===== src/rtl/lnb_pkg.sv =====
`timescale 1ns/1ps
package lnb_pkg;
  typedef enum logic [1:0] {
    SRC_GPIO = 2'd0,
    SRC_TEST = 2'd1,
    SRC_TONE = 2'd2
  } pad_src_e;

  function automatic pad_src_e pick_src(input logic tone_sel, input logic test_sel);
    if (tone_sel)      return SRC_TONE;
    else if (test_sel) return SRC_TEST;
    else               return SRC_GPIO;
  endfunction
endpackage


===== src/rtl/lnb_prescaler.sv =====
`timescale 1ns/1ps
module lnb_prescaler #(
  parameter int unsigned DIV = 2
) (
  input  logic clk_i,
  input  logic rst_ni,
  input  logic run_i,
  input  logic bypass_i,
  output logic tick_o
);
  localparam int unsigned W = (DIV > 1) ? $clog2(DIV) : 1;
  localparam logic [W-1:0] LAST = W'(DIV - 1);

  logic [W-1:0] cnt_q;
  logic         wrap;

  assign wrap = (cnt_q == LAST);

  always_ff @(posedge clk_i or negedge rst_ni) begin
    if (!rst_ni)                  cnt_q <= '0;
    else if (!run_i || bypass_i)  cnt_q <= '0;
    else if (wrap)                cnt_q <= '0;
    else                          cnt_q <= cnt_q + 1'b1;
  end

  assign tick_o = run_i & (bypass_i | wrap);
endmodule


===== src/rtl/lnb_tone_div.sv =====
`timescale 1ns/1ps
module lnb_tone_div #(
  parameter int unsigned HALF_TICKS = 91
) (
  input  logic clk_i,
  input  logic rst_ni,
  input  logic run_i,
  input  logic tick_i,
  output logic tone_o
);
  localparam int unsigned W = (HALF_TICKS > 1) ? $clog2(HALF_TICKS) : 1;
  localparam logic [W-1:0] LAST = W'(HALF_TICKS - 1);

  logic [W-1:0] cnt_q;
  logic         tone_q;

  // held cleared while deselected so every run starts low at phase 0
  always_ff @(posedge clk_i or negedge rst_ni) begin
    if (!rst_ni) begin
      cnt_q  <= '0;
      tone_q <= 1'b0;
    end else if (!run_i) begin
      cnt_q  <= '0;
      tone_q <= 1'b0;
    end else if (tick_i) begin
      if (cnt_q == LAST) begin
        cnt_q  <= '0;
        tone_q <= ~tone_q;
      end else begin
        cnt_q  <= cnt_q + 1'b1;
      end
    end
  end

  assign tone_o = tone_q;
endmodule


===== src/rtl/lnb_sync.sv =====
`timescale 1ns/1ps
module lnb_sync #(
  parameter int unsigned STAGES = 2
) (
  input  logic clk_i,
  input  logic rst_ni,
  input  logic d_i,
  output logic q_o
);
  logic [STAGES-1:0] sr_q;

  genvar g;
  generate
    for (g = 0; g < STAGES; g++) begin : g_stage
      if (g == 0) begin : g_first
        always_ff @(posedge clk_i or negedge rst_ni) begin
          if (!rst_ni) sr_q[0] <= 1'b0;
          else         sr_q[0] <= d_i;
        end
      end else begin : g_next
        always_ff @(posedge clk_i or negedge rst_ni) begin
          if (!rst_ni) sr_q[g] <= 1'b0;
          else         sr_q[g] <= sr_q[g-1];
        end
      end
    end
  endgenerate

  assign q_o = sr_q[STAGES-1];
endmodule


===== src/rtl/lnb_pad_mux.sv =====
`timescale 1ns/1ps
module lnb_pad_mux
  import lnb_pkg::*;
(
  input  logic tone_sel_i,
  input  logic test_sel_i,
  input  logic tone_i,
  input  logic test_src_i,
  input  logic gpio_dir_i,
  input  logic gpio_data_i,
  output logic pad_o,
  output logic pad_oe_o
);
  pad_src_e src;

  always_comb begin
    src = pick_src(tone_sel_i, test_sel_i);
    unique case (src)
      SRC_TONE: begin pad_o = tone_i;      pad_oe_o = 1'b1;       end
      SRC_TEST: begin pad_o = test_src_i;  pad_oe_o = 1'b1;       end
      default:  begin pad_o = gpio_data_i; pad_oe_o = gpio_dir_i; end
    endcase
  end
endmodule


===== src/rtl/lnb_tone_gpio.sv =====
`timescale 1ns/1ps
module lnb_tone_gpio #(
  parameter int unsigned PRESCALE    = 2,
  parameter int unsigned HALF_TICKS  = 91,
  parameter int unsigned SYNC_STAGES = 2
) (
  input  logic clk_i,
  input  logic rst_ni,
  input  logic ref_4mhz_i,
  input  logic tone_sel_i,
  input  logic test_sel_i,
  input  logic test_src_i,
  input  logic gpio_dir_i,
  input  logic gpio_data_i,
  input  logic pad_i,
  output logic pad_o,
  output logic pad_oe_o,
  output logic gpio_status_o
);
  logic tick_w;
  logic tone_w;

  lnb_prescaler #(.DIV(PRESCALE)) u_presc (
    .clk_i    (clk_i),
    .rst_ni   (rst_ni),
    .run_i    (tone_sel_i),
    .bypass_i (ref_4mhz_i),
    .tick_o   (tick_w)
  );

  lnb_tone_div #(.HALF_TICKS(HALF_TICKS)) u_div (
    .clk_i  (clk_i),
    .rst_ni (rst_ni),
    .run_i  (tone_sel_i),
    .tick_i (tick_w),
    .tone_o (tone_w)
  );

  lnb_pad_mux u_mux (
    .tone_sel_i  (tone_sel_i),
    .test_sel_i  (test_sel_i),
    .tone_i      (tone_w),
    .test_src_i  (test_src_i),
    .gpio_dir_i  (gpio_dir_i),
    .gpio_data_i (gpio_data_i),
    .pad_o       (pad_o),
    .pad_oe_o    (pad_oe_o)
  );

  lnb_sync #(.STAGES(SYNC_STAGES)) u_sync (
    .clk_i  (clk_i),
    .rst_ni (rst_ni),
    .d_i    (pad_i),
    .q_o    (gpio_status_o)
  );
endmodule


===== config.mk =====
export PLATFORM = sky130hd
export DESIGN_NAME = lnb_tone_gpio
export DESIGN_NICKNAME = d
export VERILOG_FILES = /design/src/rtl/lnb_pkg.sv /design/src/rtl/lnb_prescaler.sv /design/src/rtl/lnb_tone_div.sv /design/src/rtl/lnb_sync.sv /design/src/rtl/lnb_pad_mux.sv /design/src/rtl/lnb_tone_gpio.sv
export SDC_FILE = /design/constraint.sdc
export NUM_CORES = 1
export LEC_CHECK = 0
export BUFFER_PORTS_ARGS = -buffer_cell sky130_fd_sc_hd__buf_4
export CAP_MARGIN = 20
export CELL_PAD_IN_SITES_DETAIL_PLACEMENT = 0
export CELL_PAD_IN_SITES_GLOBAL_PLACEMENT = 1
export CORE_UTILIZATION = 30
export CTS_BUF_LIST = sky130_fd_sc_hd__clkbuf_16
export CTS_CLUSTER_SIZE = 8
export DETAILED_ROUTE_END_ITERATION = 10
export PLACE_DENSITY_LB_ADDON = 0.3
export REMOVE_ABC_BUFFERS = 1
export SYNTH_ARGS = -nofsm -noshare
export SYNTH_HDL_FRONTEND = slang
export SYNTH_HIERARCHICAL = 1
export SYNTH_SLANG_ARGS = --single-unit

===== constraint.sdc =====
create_clock -name clk_i -period 3.4 [get_ports clk_i]
set_input_delay 0.85 -clock clk_i [delete_from_list [all_inputs] [get_ports clk_i]]
set_output_delay 0.85 -clock clk_i [all_outputs]
set_load 0.05 [all_outputs]

* After elaboration in Yosys (flattened, before gate mapping)
Index checks and enable logic that the tools add are counted. Widths: inputs -> output; s select.
Word-level totals: bits of input ports 9, register bits 11, output and inout bits 3, logic and storage cells 31
Operators by class: equal/unequal tests 5, multiplexer cells 12, add/sub/neg operators 2, reduce and logical (&&, ||, !) cells 4, bitwise operators 3
Operators by type and width (number):
- $mux 7 | 3
- $add 7x1->7 const B | 1
- $eq 7x7->1 const B | 1
- $mux 1 | 7
- $ne 2x1->1 const B | 2
- $eq 2x1->1 const B | 1
- $eq 2x2->1 const B | 1
- $mux 2 | 1
- $pmux 1 s2 | 1
- $reduce_and 2->1 | 1
- $reduce_or 2->1 | 1
- $add 1x1->1 const B | 1
- $and 1x1->1 | 1
- $logic_not 1->1 | 1
- $logic_or 1x1->1 | 1
- $not 1->1 | 1
- $or 1x1->1 | 1

* Logic depth before layout (Yosys ltp)
word-level depth 5, gate-level depth with buffers 5, gate-level depth less buffers 5

* By module
The synthesis kept the hierarchy.
By module, submodules not included:
- lnb_tone_div | sequential area each 200.2 µm², area an instance 481.7 µm², instances 1, cells each 49
- lnb_sync | sequential area each 50.0 µm², area an instance 50.0 µm², instances 1, cells each 2
- lnb_prescaler | sequential area each 25.0 µm², area an instance 45.0 µm², instances 1, cells each 3
- lnb_pad_mux | sequential area each 0.0 µm², area an instance 25.0 µm², instances 1, cells each 4

* Least setup slack after synthesis
Ideal clock, no wire load.
kind input to output, from in test_sel_i, to out pad_o, required time 2.550 ns, setup slack 0.513 ns, arrival 2.037 ns, stages on the path 2, buffers on the path 0, cell sequence mux2i_1 o21ai_0
On the way: cells in the longest elaborated chain, start to end 4, elaborated cells between the ends (all ways) 5, those cells by class eq/ne (2); mux (3)
Ends and longest elaborated chain:
- start: declaration | line lnb_tone_gpio.sv:11 | input logic test_sel_i,
- $mux 1 * | line lnb_pkg.sv:11 | else if (test_sel) return SRC_TEST;
- $mux 2 * | line lnb_pkg.sv:10 | if (tone_sel) return SRC_TONE;
- $eq 2x1->1 or $eq 2x2->1 (tied branches) | line lnb_pad_mux.sv:18 | unique case (src)
- $pmux 1 s2 * | line lnb_pad_mux.sv:18
- end: declaration | line lnb_tone_gpio.sv:16 | output logic pad_o,
Every way passes the cells marked *; elsewhere a longest branch is shown, timed or not.

* Worst setup path after layout
from in tone_sel_i, to out pad_oe_o
On the way: cells in the longest elaborated chain, start to end 4, elaborated cells between the ends (all ways) 5, those cells by class eq/ne (2); mux (2); reduce/logical (1)
Ends and longest elaborated chain:
- start: declaration | line lnb_tone_gpio.sv:10 | input logic tone_sel_i,
- $mux 2 * | line lnb_pkg.sv:10
- $eq 2x2->1 or $eq 2x1->1 (tied branches) | line lnb_pad_mux.sv:18
- $reduce_or 2->1 (no line) *
- $mux 1 * | line lnb_pad_mux.sv:18
- end: declaration | line lnb_tone_gpio.sv:17 | output logic pad_oe_o,
Marks and branches as above.

==> results.tsv <==
metric	value	unit
number_of_buffers_added_by_the_clock_tree_synthesis_step	3	
drt_pre_antenna_iters	3	
max_freq	0.418	GHz
ys_seq_area_frac	0.457	
detail-route-antenna-nets	0	
total_of_hold_buffers_inserted_after_clock_tree_synthesis	0	
gr-total-overflow	0	
synth.top_cells.by_count	sky130_fd_sc_hd__dfrtp_1 (11), sky130_fd_sc_hd__nand2_1 (8), sky130_fd_sc_hd__inv_1 (4), sky130_fd_sc_hd__o31ai_1 (4)	
p_per_area	483	mW/mm2
finalWirelength	1200	um
mappedNetlistArea	602	um2
antenna_diode_count	0	
timing_worst_setup_path_type	primary input to primary output	
grt_max_degree	13	
critical_path_peak_fanout	12	
dr_total_vias	496	
chipWidth	46.8	um
end_of_the_worst_register_to_register_path	u_div/cnt_q[3]	
ioPinCount	12	
yosysWarnings	6	
ctsRootBufferMaster	sky130_fd_sc_hd__clkbuf_16	
timing.final.crit_period	2390	ps
via_count_of_the_first_global_routing_pass	419	
remaining_routing_drc_violations	0	
synth_most_common_cell	sky130_fd_sc_hd__dfrtp_1	
wire_length_of_the_first_global_routing_pass	1910	um
cts_setup_buffers	0	
reg_to_reg_start	u_div/cnt_q[0]	
syn_avg_cell_area	10.4	um2
maxCapViolCount	0	
synth.ff_latch_count	11	
wl_per_cell	12.2	um
antenna_found_initial	0	
cp-end-kind	primary output	
ff2ff_path_depth	5	
clk_transition_reported_paths	40	ps
cts_tree	yes	
cts_num_sinks	11	
initial_core_utilization	0.334	
final_max_slew_viol_count	0	
yosys-top-cells-area	sky130_fd_sc_hd__dfrtp_1 (46%), sky130_fd_sc_hd__nand2_1 (5.0%), sky130_fd_sc_hd__o31ai_1 (5.0%)	
r2r_setup_slack	1800	ps
cts_resized	0	
run_status	finished, final reports clean	
clkLatencyLatePin	240	ps
cp-startpoint	tone_sel_i	
grt_util_all_layers	0.132	
area_growth_syn_to_layout	32.0	%
power.static_leakage	0.327	nW
timing_worst_slew_pin_value	431	ps
yosys.cell_types.count	26	
synth-main-ff-cell	sky130_fd_sc_hd__dfrtp_1	
count_of_endpoints_failing_hold_in_the_final_timing_report	0	
row_count	15	
hp-class	flip-flop to flip-flop	
dpl.hpwl	911	um
netlist_instances	58	
crit_path_end	pad_oe_o	
worst_ir_drop_vdd	0.000352	V
timing.final.crit_share	0.704	
routabilityCongestion	0.718	
cts-root-to-sink-buffers	2	
cp.arrival	1540	ps
synth_largest_area_cell	sky130_fd_sc_hd__dfrtp_1	
dieArea	0.00219	mm2
timing.clock.skew	1.11	ps
post_route_cells_drive_above_1_share	0.260	
post-layout-total-power	0.384	mW
crit_path_start_kind	primary input	
route.detailed.vias_per_inst	5.06	
chipHeight	46.8	um
synth_top_cell_area_share	0.457	
core-area	0.00180	mm2
report.final.setup_viol	0	
h-tree-depth	1	
synth-edff-count	0	
port_buffers	11	
layout.filler_cells	196	
timing.critical_path.required	2550	ps
fin_setup_tns	0	ps
design.final.nets	85	
setup_repair_after_global_routing_missed_its_margin	false	
async_flop_share	1.00	
timing.slew.headroom	0.711	
min_delay_path_depth	0	
drt_iter0_markers	7	
## worst min-delay path by stage
| stage | startpoint | end | slack [ps] |
|---|---|---|---|
| 6_report | u_sync/sr_q[0] | u_sync/q_o | 350 |
| 4_1_cts | u_sync/sr_q[0] | u_sync/q_o | 350 |
| 3_3_place_gp | u_sync/sr_q[0] | u_sync/q_o | 340 |
| 5_1_grt | u_sync/sr_q[0] | u_sync/q_o | 360 |
| 3_5_place_dp | u_sync/sr_q[0] | u_sync/q_o | 340 |
| 2_1_floorplan | u_sync/sr_q[0] | u_sync/q_o | 330 |
## report_power, final
part           internal (mW)  total, mW  leakage, nW  switching (mW)
sequential             0.135      0.137        0.147         0.00264
combinational         0.0146     0.0356        0.137          0.0210
clock                  0.154      0.211       0.0423          0.0567
total                  0.304      0.384        0.327          0.0804
## critical path, stage by stage
cell,delay (ps)
sky130_fd_sc_hd__buf_4,150
sky130_fd_sc_hd__or3_1,340
sky130_fd_sc_hd__buf_4,200
## registers in the layout (all words and copies together) (netlist names)
register	count
u_sync/sr_q	1
u_sync/q_o	1
u_div/tone_o	1
u_div/cnt_q	7
u_presc/cnt_q	1
## stage by stage
stage	cell area (um2)	setup WS (ps)	utilization	hold WS [ps]	instances
after floorplan	602	513	-	331	58
after global placement	716	1010	0.397	336	94
after detailed placement	716	1010	0.397	341	94
after CTS	795	1000	0.441	350	98
after global routing	795	988	0.441	364	98
final	795	1010	0.441	350	98
## placed cells by master (no fill, tap or decap), types with 2 or more instances in the layout
cell / synthesis / final
sky130_fd_sc_hd__nand2_1: 8 / 8
sky130_fd_sc_hd__o31ai_1: 4 / 4
sky130_fd_sc_hd__dfrtp_1: 11 / 11
sky130_fd_sc_hd__a21oi_1: 3 / 3
sky130_fd_sc_hd__ha_1: 2 / 2
sky130_fd_sc_hd__a21boi_0: 3 / 3
sky130_fd_sc_hd__inv_1: 4 / 5
sky130_fd_sc_hd__or4_1: 3 / 3
sky130_fd_sc_hd__o21ai_0: 3 / 3
sky130_fd_sc_hd__clkbuf_16: 0 / 3
sky130_fd_sc_hd__buf_4: 0 / 11
## logic make-up (layout without fill, tap and decap cells)
kind of cell / after synthesis / count (layout) / share of synthesized area
adders and majority gates: 2 / 2 / 0.0416
muxes: 1 / 1 / 0.0166
and+or+nand+nor: 21 / 21 / 0.233
buffers and inverters: 4 / 19 / 0.0249
AOI/OAI and AO/OA: 19 / 19 / 0.227
DFF: 11 / 11 / 0.457
## final cells by class
type	instances	area [um2]	share of cell area
clock buffer	3	75.1	0.0945
clock inverter	1	3.75	0.00472
inverter	4	15.0	0.0189
multi-input combinational	43	312	0.392
sequential	11	275	0.346
tap	25	31.3	0.0394
timing repair buffer	11	82.6	0.104
## per-layer routing
metal / global-route usage / share of wire / vias to the layer above
met5: 0 / 0 / -
met4: 0.0686 / 0.019 / 0
met3: 0.0577 / 0.040 / 2
met2: 0.192 / 0.45 / 7
met1: 0.167 / 0.49 / 238
li1: - / - / 249
No activity file was read; power rests on OpenSTA's default activity.
